==> config.mk <==
export PLATFORM = sky130hd
export DESIGN_NAME = owm_slot_engine
export DESIGN_NICKNAME = d
export VERILOG_FILES = /design/src/rtl/owm_pkg.sv /design/src/rtl/owm_sync.sv /design/src/rtl/owm_slot_timer.sv /design/src/rtl/owm_seq.sv /design/src/rtl/owm_slot_engine.sv
export SDC_FILE = /design/constraint.sdc
export NUM_CORES = 1
export LEC_CHECK = 0
export BUFFER_PORTS_ARGS = -buffer_cell sky130_fd_sc_hd__buf_2
export CORE_UTILIZATION = 34
export CTS_BUF_LIST = sky130_fd_sc_hd__clkbuf_16
export DETAILED_ROUTE_END_ITERATION = 6
export GPL_TIMING_DRIVEN = 0
export SYNTH_ARGS = -nofsm -noshare
export SYNTH_HDL_FRONTEND = slang
export SYNTH_SLANG_ARGS = --single-unit
==> constraint.sdc <==
create_clock -name clk -period 2.8 [get_ports clk]
set_clock_uncertainty 0.1 [all_clocks]
set_input_delay 0.28 -clock clk [delete_from_list [all_inputs] [get_ports clk]]
set_output_delay 0.28 -clock clk [all_outputs]
set_load 0.05 [all_outputs]
==> src/rtl/owm_pkg.sv <==
package owm_pkg;

  localparam int unsigned TRIP_SLOTS = 3;
  localparam int unsigned SLOT_IDX_W = $clog2(TRIP_SLOTS);

  typedef struct packed {
    logic sbr;
    logic tsb;
    logic dir;
    logic nodev;
  } owm_flags_t;

  // branch choice for the write slot of a search step
  function automatic logic pick_branch(input logic b0, input logic b1,
                                       input logic pref);
    if (b0 != b1)  return b0;
    else if (!b0)  return pref;
    else           return 1'b1;
  endfunction

endpackage

==> src/rtl/owm_sync.sv <==
module owm_sync #(
  parameter int unsigned STAGES = 2
) (
  input  logic clk,
  input  logic rst_n,
  input  logic d_i,
  output logic q_o
);

  logic [STAGES-1:0] chain_q;

  generate
    for (genvar s = 0; s < STAGES; s++) begin : g_stage
      if (s == 0) begin : g_first
        always_ff @(posedge clk or negedge rst_n) begin
          if (!rst_n) chain_q[0] <= 1'b1;
          else        chain_q[0] <= d_i;
        end
      end else begin : g_next
        always_ff @(posedge clk or negedge rst_n) begin
          if (!rst_n) chain_q[s] <= 1'b1;
          else        chain_q[s] <= chain_q[s-1];
        end
      end
    end
  endgenerate

  assign q_o = chain_q[STAGES-1];

endmodule

==> src/rtl/owm_slot_timer.sv <==
module owm_slot_timer #(
  parameter int unsigned LOW1_CYC   = 750,
  parameter int unsigned LOW0_CYC   = 7500,
  parameter int unsigned SAMPLE_CYC = 1875,
  parameter int unsigned SLOT_CYC   = 8750
) (
  input  logic clk,
  input  logic rst_n,
  input  logic go_i,
  input  logic wbit_i,
  output logic pd_o,
  output logic sample_o,
  output logic last_o
);

  localparam int unsigned CNT_W = $clog2(SLOT_CYC + 1);
  localparam logic [CNT_W-1:0] CNT_LAST = CNT_W'(SLOT_CYC - 1);
  localparam logic [CNT_W-1:0] CNT_SAMP = CNT_W'(SAMPLE_CYC);
  localparam logic [CNT_W-1:0] LEN_ONE  = CNT_W'(LOW1_CYC);
  localparam logic [CNT_W-1:0] LEN_ZERO = CNT_W'(LOW0_CYC);

  logic [CNT_W-1:0] cnt_q, cnt_d;
  logic             act_q, act_d;
  logic             wbit_q, wbit_d;
  logic             pd_q, pd_d;
  logic [CNT_W-1:0] low_len;

  always_comb begin
    cnt_d  = cnt_q;
    act_d  = act_q;
    wbit_d = wbit_q;
    if (go_i) begin
      act_d  = 1'b1;
      cnt_d  = '0;
      wbit_d = wbit_i;
    end else if (act_q) begin
      if (cnt_q == CNT_LAST) act_d = 1'b0;
      else                   cnt_d = cnt_q + 1'b1;
    end
    low_len = wbit_d ? LEN_ONE : LEN_ZERO;
    pd_d    = act_d && (cnt_d < low_len);
  end

  always_ff @(posedge clk or negedge rst_n) begin
    if (!rst_n) begin
      cnt_q  <= '0;
      act_q  <= 1'b0;
      wbit_q <= 1'b1;
      pd_q   <= 1'b0;
    end else begin
      cnt_q  <= cnt_d;
      act_q  <= act_d;
      wbit_q <= wbit_d;
      pd_q   <= pd_d;
    end
  end

  assign pd_o     = pd_q;
  assign sample_o = act_q && (cnt_q == CNT_SAMP);
  assign last_o   = act_q && (cnt_q == CNT_LAST);


  pulse_len_chk: assert property (@(posedge clk) disable iff (!rst_n)
    (act_q && cnt_q >= LEN_ZERO) |-> !pd_q);


  idle_release_chk: assert property (@(posedge clk) disable iff (!rst_n)
    !act_q |-> !pd_q);


  cnt_range_chk: assert property (@(posedge clk) disable iff (!rst_n)
    cnt_q <= CNT_LAST);

endmodule

==> src/rtl/owm_seq.sv <==
module owm_seq
  import owm_pkg::*;
(
  input  logic       clk,
  input  logic       rst_n,
  input  logic       start_i,
  input  logic       triplet_i,
  input  logic       bit_i,
  input  logic       pref_i,
  input  logic       line_s_i,
  input  logic       sample_i,
  input  logic       last_i,
  output logic       go_o,
  output logic       wbit_o,
  output logic       busy_o,
  output owm_flags_t flags_o
);

  localparam logic [SLOT_IDX_W-1:0] SLOT_FINAL = SLOT_IDX_W'(TRIP_SLOTS - 1);

  logic                  busy_q, busy_d;
  logic                  trip_q, trip_d;
  logic                  wbit1_q, wbit1_d;
  logic                  pref_q, pref_d;
  logic [SLOT_IDX_W-1:0] slot_q, slot_d;
  owm_flags_t            flags_q, flags_d;

  logic accept, more, branch;

  assign accept = start_i && !busy_q;
  assign more   = trip_q && (slot_q != SLOT_FINAL);
  assign branch = pick_branch(flags_q.sbr, flags_q.tsb, pref_q);

  always_comb begin
    go_o   = accept || (last_i && more);
    wbit_o = 1'b1;
    if (accept)                       wbit_o = triplet_i | bit_i;
    else if (slot_q == SLOT_FINAL - 1) wbit_o = branch;
  end

  always_comb begin
    busy_d  = busy_q;
    trip_d  = trip_q;
    wbit1_d = wbit1_q;
    pref_d  = pref_q;
    slot_d  = slot_q;
    flags_d = flags_q;
    if (accept) begin
      busy_d  = 1'b1;
      trip_d  = triplet_i;
      wbit1_d = bit_i;
      pref_d  = pref_i;
      slot_d  = '0;
    end else if (busy_q) begin
      if (sample_i) begin
        if (slot_q == '0)                flags_d.sbr = line_s_i;
        else if (trip_q && slot_q == 1)  flags_d.tsb = line_s_i;
      end
      if (last_i) begin
        if (more) begin
          slot_d = slot_q + 1'b1;
          if (slot_q == SLOT_FINAL - 1) begin
            flags_d.dir   = branch;
            flags_d.nodev = flags_q.sbr & flags_q.tsb;
          end
        end else begin
          busy_d = 1'b0;
        end
      end
    end
  end

  always_ff @(posedge clk or negedge rst_n) begin
    if (!rst_n) begin
      busy_q  <= 1'b0;
      trip_q  <= 1'b0;
      wbit1_q <= 1'b0;
      pref_q  <= 1'b0;
      slot_q  <= '0;
      flags_q <= '0;
    end else begin
      busy_q  <= busy_d;
      trip_q  <= trip_d;
      wbit1_q <= wbit1_d;
      pref_q  <= pref_d;
      slot_q  <= slot_d;
      flags_q <= flags_d;
    end
  end

  assign busy_o  = busy_q;
  assign flags_o = flags_q;


  busy_ignore_chk: assert property (@(posedge clk) disable iff (!rst_n)
    (busy_q && start_i) |=> ($stable(trip_q) && $stable(pref_q) && $stable(wbit1_q)));


  single_keep_chk: assert property (@(posedge clk) disable iff (!rst_n)
    (busy_q && !trip_q) |=> ($stable(flags_q.tsb) && $stable(flags_q.dir) && $stable(flags_q.nodev)));


  nodev_dir_chk: assert property (@(posedge clk) disable iff (!rst_n)
    flags_q.nodev |-> flags_q.dir);


  zero_readback_chk: assert property (@(posedge clk) disable iff (!rst_n)
    ($fell(busy_q) && !trip_q && !wbit1_q) |-> !flags_q.sbr);

endmodule

==> src/rtl/owm_slot_engine.sv <==
module owm_slot_engine
  import owm_pkg::*;
#(
  parameter int unsigned LOW1_CYC    = 750,
  parameter int unsigned LOW0_CYC    = 7500,
  parameter int unsigned SAMPLE_CYC  = 1875,
  parameter int unsigned SLOT_CYC    = 8750,
  parameter int unsigned SYNC_STAGES = 2
) (
  input  logic clk,
  input  logic rst_n,
  input  logic start_i,
  input  logic triplet_i,
  input  logic bit_i,
  input  logic dir_pref_i,
  input  logic line_i,
  output logic line_pd_o,
  output logic busy_o,
  output logic sbr_o,
  output logic tsb_o,
  output logic dir_o,
  output logic nodev_o
);

  logic       pd, line_lvl, line_s;
  logic       go, wbit, sample, last;
  owm_flags_t flags;

  assign line_lvl = line_i & ~pd;

  owm_sync #(.STAGES(SYNC_STAGES)) sync_i (
    .clk   (clk),
    .rst_n (rst_n),
    .d_i   (line_lvl),
    .q_o   (line_s)
  );

  owm_slot_timer #(
    .LOW1_CYC   (LOW1_CYC),
    .LOW0_CYC   (LOW0_CYC),
    .SAMPLE_CYC (SAMPLE_CYC),
    .SLOT_CYC   (SLOT_CYC)
  ) timer_i (
    .clk      (clk),
    .rst_n    (rst_n),
    .go_i     (go),
    .wbit_i   (wbit),
    .pd_o     (pd),
    .sample_o (sample),
    .last_o   (last)
  );

  owm_seq seq_i (
    .clk       (clk),
    .rst_n     (rst_n),
    .start_i   (start_i),
    .triplet_i (triplet_i),
    .bit_i     (bit_i),
    .pref_i    (dir_pref_i),
    .line_s_i  (line_s),
    .sample_i  (sample),
    .last_i    (last),
    .go_o      (go),
    .wbit_o    (wbit),
    .busy_o    (busy_o),
    .flags_o   (flags)
  );

  assign line_pd_o = pd;
  assign sbr_o     = flags.sbr;
  assign tsb_o     = flags.tsb;
  assign dir_o     = flags.dir;
  assign nodev_o   = flags.nodev;


  busy_cover_chk: assert property (@(posedge clk) disable iff (!rst_n)
    pd |-> busy_o);

endmodule

==> flow_summary_export.csv <==
group,metric,value,unit
routing,wl_per_cell,16.0,um
synth,yosysUniqueCellTypes,41,
routing,wl,4.06,mm
global_route,grt_max_degree,29,
floorplanning,die_x,71.5,um
power_and_ir_drop,total_power,1.37,mW
setup_path,arrival,3.14,ns
floorplanning,core-area,4500,sq um
clock_network,htree_levels,1,
timing,layout_setup_ws,-0.295,ns
synth,synth_seq_cells,28,
setup_path,end_kind,"flip-flop",
setup_path,critical_path.max_fanout,4,
global_route,grtUsageTotal,17.1,%
floorplanning,pin_count,13,
routing,drt_iter0_drc,79,
synth,synth_seq_area_share,42.8,%
setup_path,cp_cell_sequence,"inv_2 -> ha_4 -> and4b_2 -> nand3_4 -> o31ai_4 -> buf_6 -> mux2i_4 -> inv_2 -> buf_6 -> ha_4 -> nand4_1 -> nor4_1 -> o311a_1 -> nor4_2",
timing,rsz0062_at_grt,"true",
synth,async_flop_share,100,%
timing,drv_slew,0,
routing,ant_nets,0,
setup_path,critPathMaxStageDelay,0.41,ns
setup_path,crit_slowest_cell,"dfrtp_2",
clock_network,cts-buffers-inserted,3,
clock_network,clk_pin_slew,0.07,ns
timing,maxSlewHeadroom,58.8,%
power_and_ir_drop,cellPowerDensity,649,nW/um^2
floorplanning,start_util,36.5,%
setup_path,start_kind,"flip-flop",
timing,clock.fmax,323,MHz
clock_network,clkLatencyLatePin,0.26,ns
synth,synth_warnings,0,
placement,io_buffers,12,
setup_path,critical_path_class,"reg2reg",
setup_path,critPathBufInv,4,
clock_network,clkSinkCount,28,
routing,vias_per_cell,5.45,
floorplanning,fp.dieArea,5120,sq um
routing,drt-pass1-iter-count,6,
synth,syn_area_per_cell,9.84,sq um
layout,layout.nets,222,
global_route,grt_pass1_wl,6.71,mm
synth,synth_ff_type,"dfrtp_1",
layout,final_cell_mix,"22 x dfrtp_1, 17 x nand2_1, 16 x nor2_1",
layout,area_growth,28.8,%
floorplanning,die_h,71.5,um
timing,finalCriticalPeriod,3.09,ns
timing,hold_violations,0,
synth,syn_area,1640,sq um
synth,synth.area.top_cells,"dfrtp_1 38%, ha_1 9.9%, dfstp_2 4.8%",
clock_network,root_buffer,"clkbuf_16",
synth,synthCells,167,
timing,finalSetupViolCount,1,
layout,drive_above_1_share,31.3,%
worst_hold_path,hold_path_class,"in2reg",
routing,drc_errors,1,
placement,gp_congestion,0.834,
synth,synth_top_cell_by_area,"dfrtp_1",
timing,period_share,111,%
layout,n_antenna_cell,0,
timing,fin_tns_setup,-0.295,ns
power_and_ir_drop,p_leak,0.933,nW
setup_path,cpLargestDelayFamily,"simple AND/OR/NAND/NOR gates",
synth,synth_top_area_share,38.1,%
power_and_ir_drop,vdd_drop_max,320,uV
flow_run,drv_cap,0,
synth,synthesis.nets,187,
clock_network,clockBufferDepth,2,
timing,worst_pin_slew,0.618,ns
clock_network,cts_tree,"built",
global_route,grt-ovfl-total,0,
floorplanning,core.rowCount,24,
setup_path,worstPathRequired,2.85,ns
synth,synth-edff-count,0,
layout,final_common_cell,"dfrtp_1",
run_status,status,"finished with violations",
placement,hpwl,2.57,mm
run_status,violations,"design-rule violations, negative setup slack",
global_route,antenna_found_initial,0,
routing,vias,1380,
global_route,grt_pass1_vias,1371,
timing,whs,0.119,ns
final timing paths:
| check | start | endpoint | slack, ns | cells past startpoint |
|---|---|---|---|---|
| max | timer_i.cnt_q[1]$_DFF_PN0_ | timer_i.pd_o$_DFF_PN0_ | -0.29 | 14 |
| min | dir_pref_i | seq_i.pref_q$_DFFE_PN0P_ | 0.12 | 3 |
| max reg2reg | timer_i.cnt_q[1]$_DFF_PN0_ | timer_i.pd_o$_DFF_PN0_ | -0.29 | 14 |
| min reg2reg | sync_i.chain_q[0]$_DFF_PN1_ | sync_i.q_o$_DFF_PN1_ | 0.26 | 0 |
| max in group asynchronous | rst_n | timer_i.cnt_q[1]$_DFF_PN0_ | 1.69 | 2 |
| min in group asynchronous | rst_n | timer_i.cnt_q[9]$_DFF_PN0_ | 0.46 | 2 |
cell usage after synthesis, types with 3 or more instances:
master / instances
dfrtp_1: 25
ha_1: 13
mux2_2: 3
inv_1: 10
nor3_1: 9
nand4_1: 6
nor2_1: 16
nand3_1: 5
o21ai_0: 3
xor2_1: 4
a31oi_1: 4
nor2b_1: 3
nand2b_1: 3
xnor2_1: 7
nand2_1: 17
a21oi_1: 5
dfstp_2: 3
sequential cells by signal, indices dropped and copies added, names as in the netlist:
| register | cells |
|---|---|
| timer_i.act_q | 1 |
| seq_i.pref_q | 1 |
| seq_i.trip_q | 1 |
| timer_i.cnt_q | 14 |
| timer_i.pd_o | 1 |
| seq_i.busy_o | 1 |
| sync_i.q_o | 1 |
| sync_i.chain_q | 1 |
| seq_i.flags_o | 4 |
| timer_i.wbit_q | 1 |
| seq_i.slot_q | 2 |
through the flow:
step                      worst slack [ns]  util, %  cells  cell area [sq um]
after floorplan                     -0.109        -    167               1670
after global placement              -0.631     39.9    231               1800
after detailed placement            -0.606     39.9    231               1800
after CTS                           -0.280     46.6    253               2100
after global routing                -0.411     47.0    253               2120
final                               -0.295     47.0    253               2120
final cells by class:
class / count / area, sq um
Fill cell: 412 / 2390
Multi-Input combinational cell: 127 / 997
Sequential cell: 28 / 708
Timing Repair Buffer: 31 / 216
Clock buffer: 3 / 75.1
Tap cell: 52 / 65.1
Inverter: 10 / 37.5
Buffer: 1 / 13.8
Clock inverter: 1 / 3.75
layer usage:
layer | part of all wire [%] | vias up | global-route usage [%]
li1 | - | 669 | -
met1 | 45 | 653 | 23.2
met2 | 47 | 46 | 27.3
met3 | 4.5 | 12 | 1.83
met4 | 3.4 | 0 | 8.93
met5 | 0 | - | 0
power by group:
part	switching [mW]	internal [mW]	leakage (nW)
Clock	0.133	0.191	0.0385
Combinational	0.266	0.225	0.555
Sequential	0.0872	0.470	0.339
logic make-up after synthesis:
logic type               count (synthesis)  synth area share (%)
AND/OR/NAND/NOR                         77                  26.2
buffers and inverters                   12                  2.74
multiplexers                             5                  3.27
flip-flops                              28                  42.8
AO/OA/AOI/OAI                           21                  9.21
XOR/XNOR                                11                  5.86
adder cells (fa/ha/maj)                 13                  9.89
worst min-delay path: cells and delay by family:
kind,cells,cell delay (ns)
simple gates,2,0.09
buf+inv,1,0.08
timing repair:
action,in CTS,in global routing
setup endpoints to repair,1,1
hold buffers,1,0
setup buffers,17,1
endpoints found under the hold margin,25,0
gates resized for setup,17,4
pin swaps,6,3
gates cloned,0,0
(Power assumes the default switching activity.)
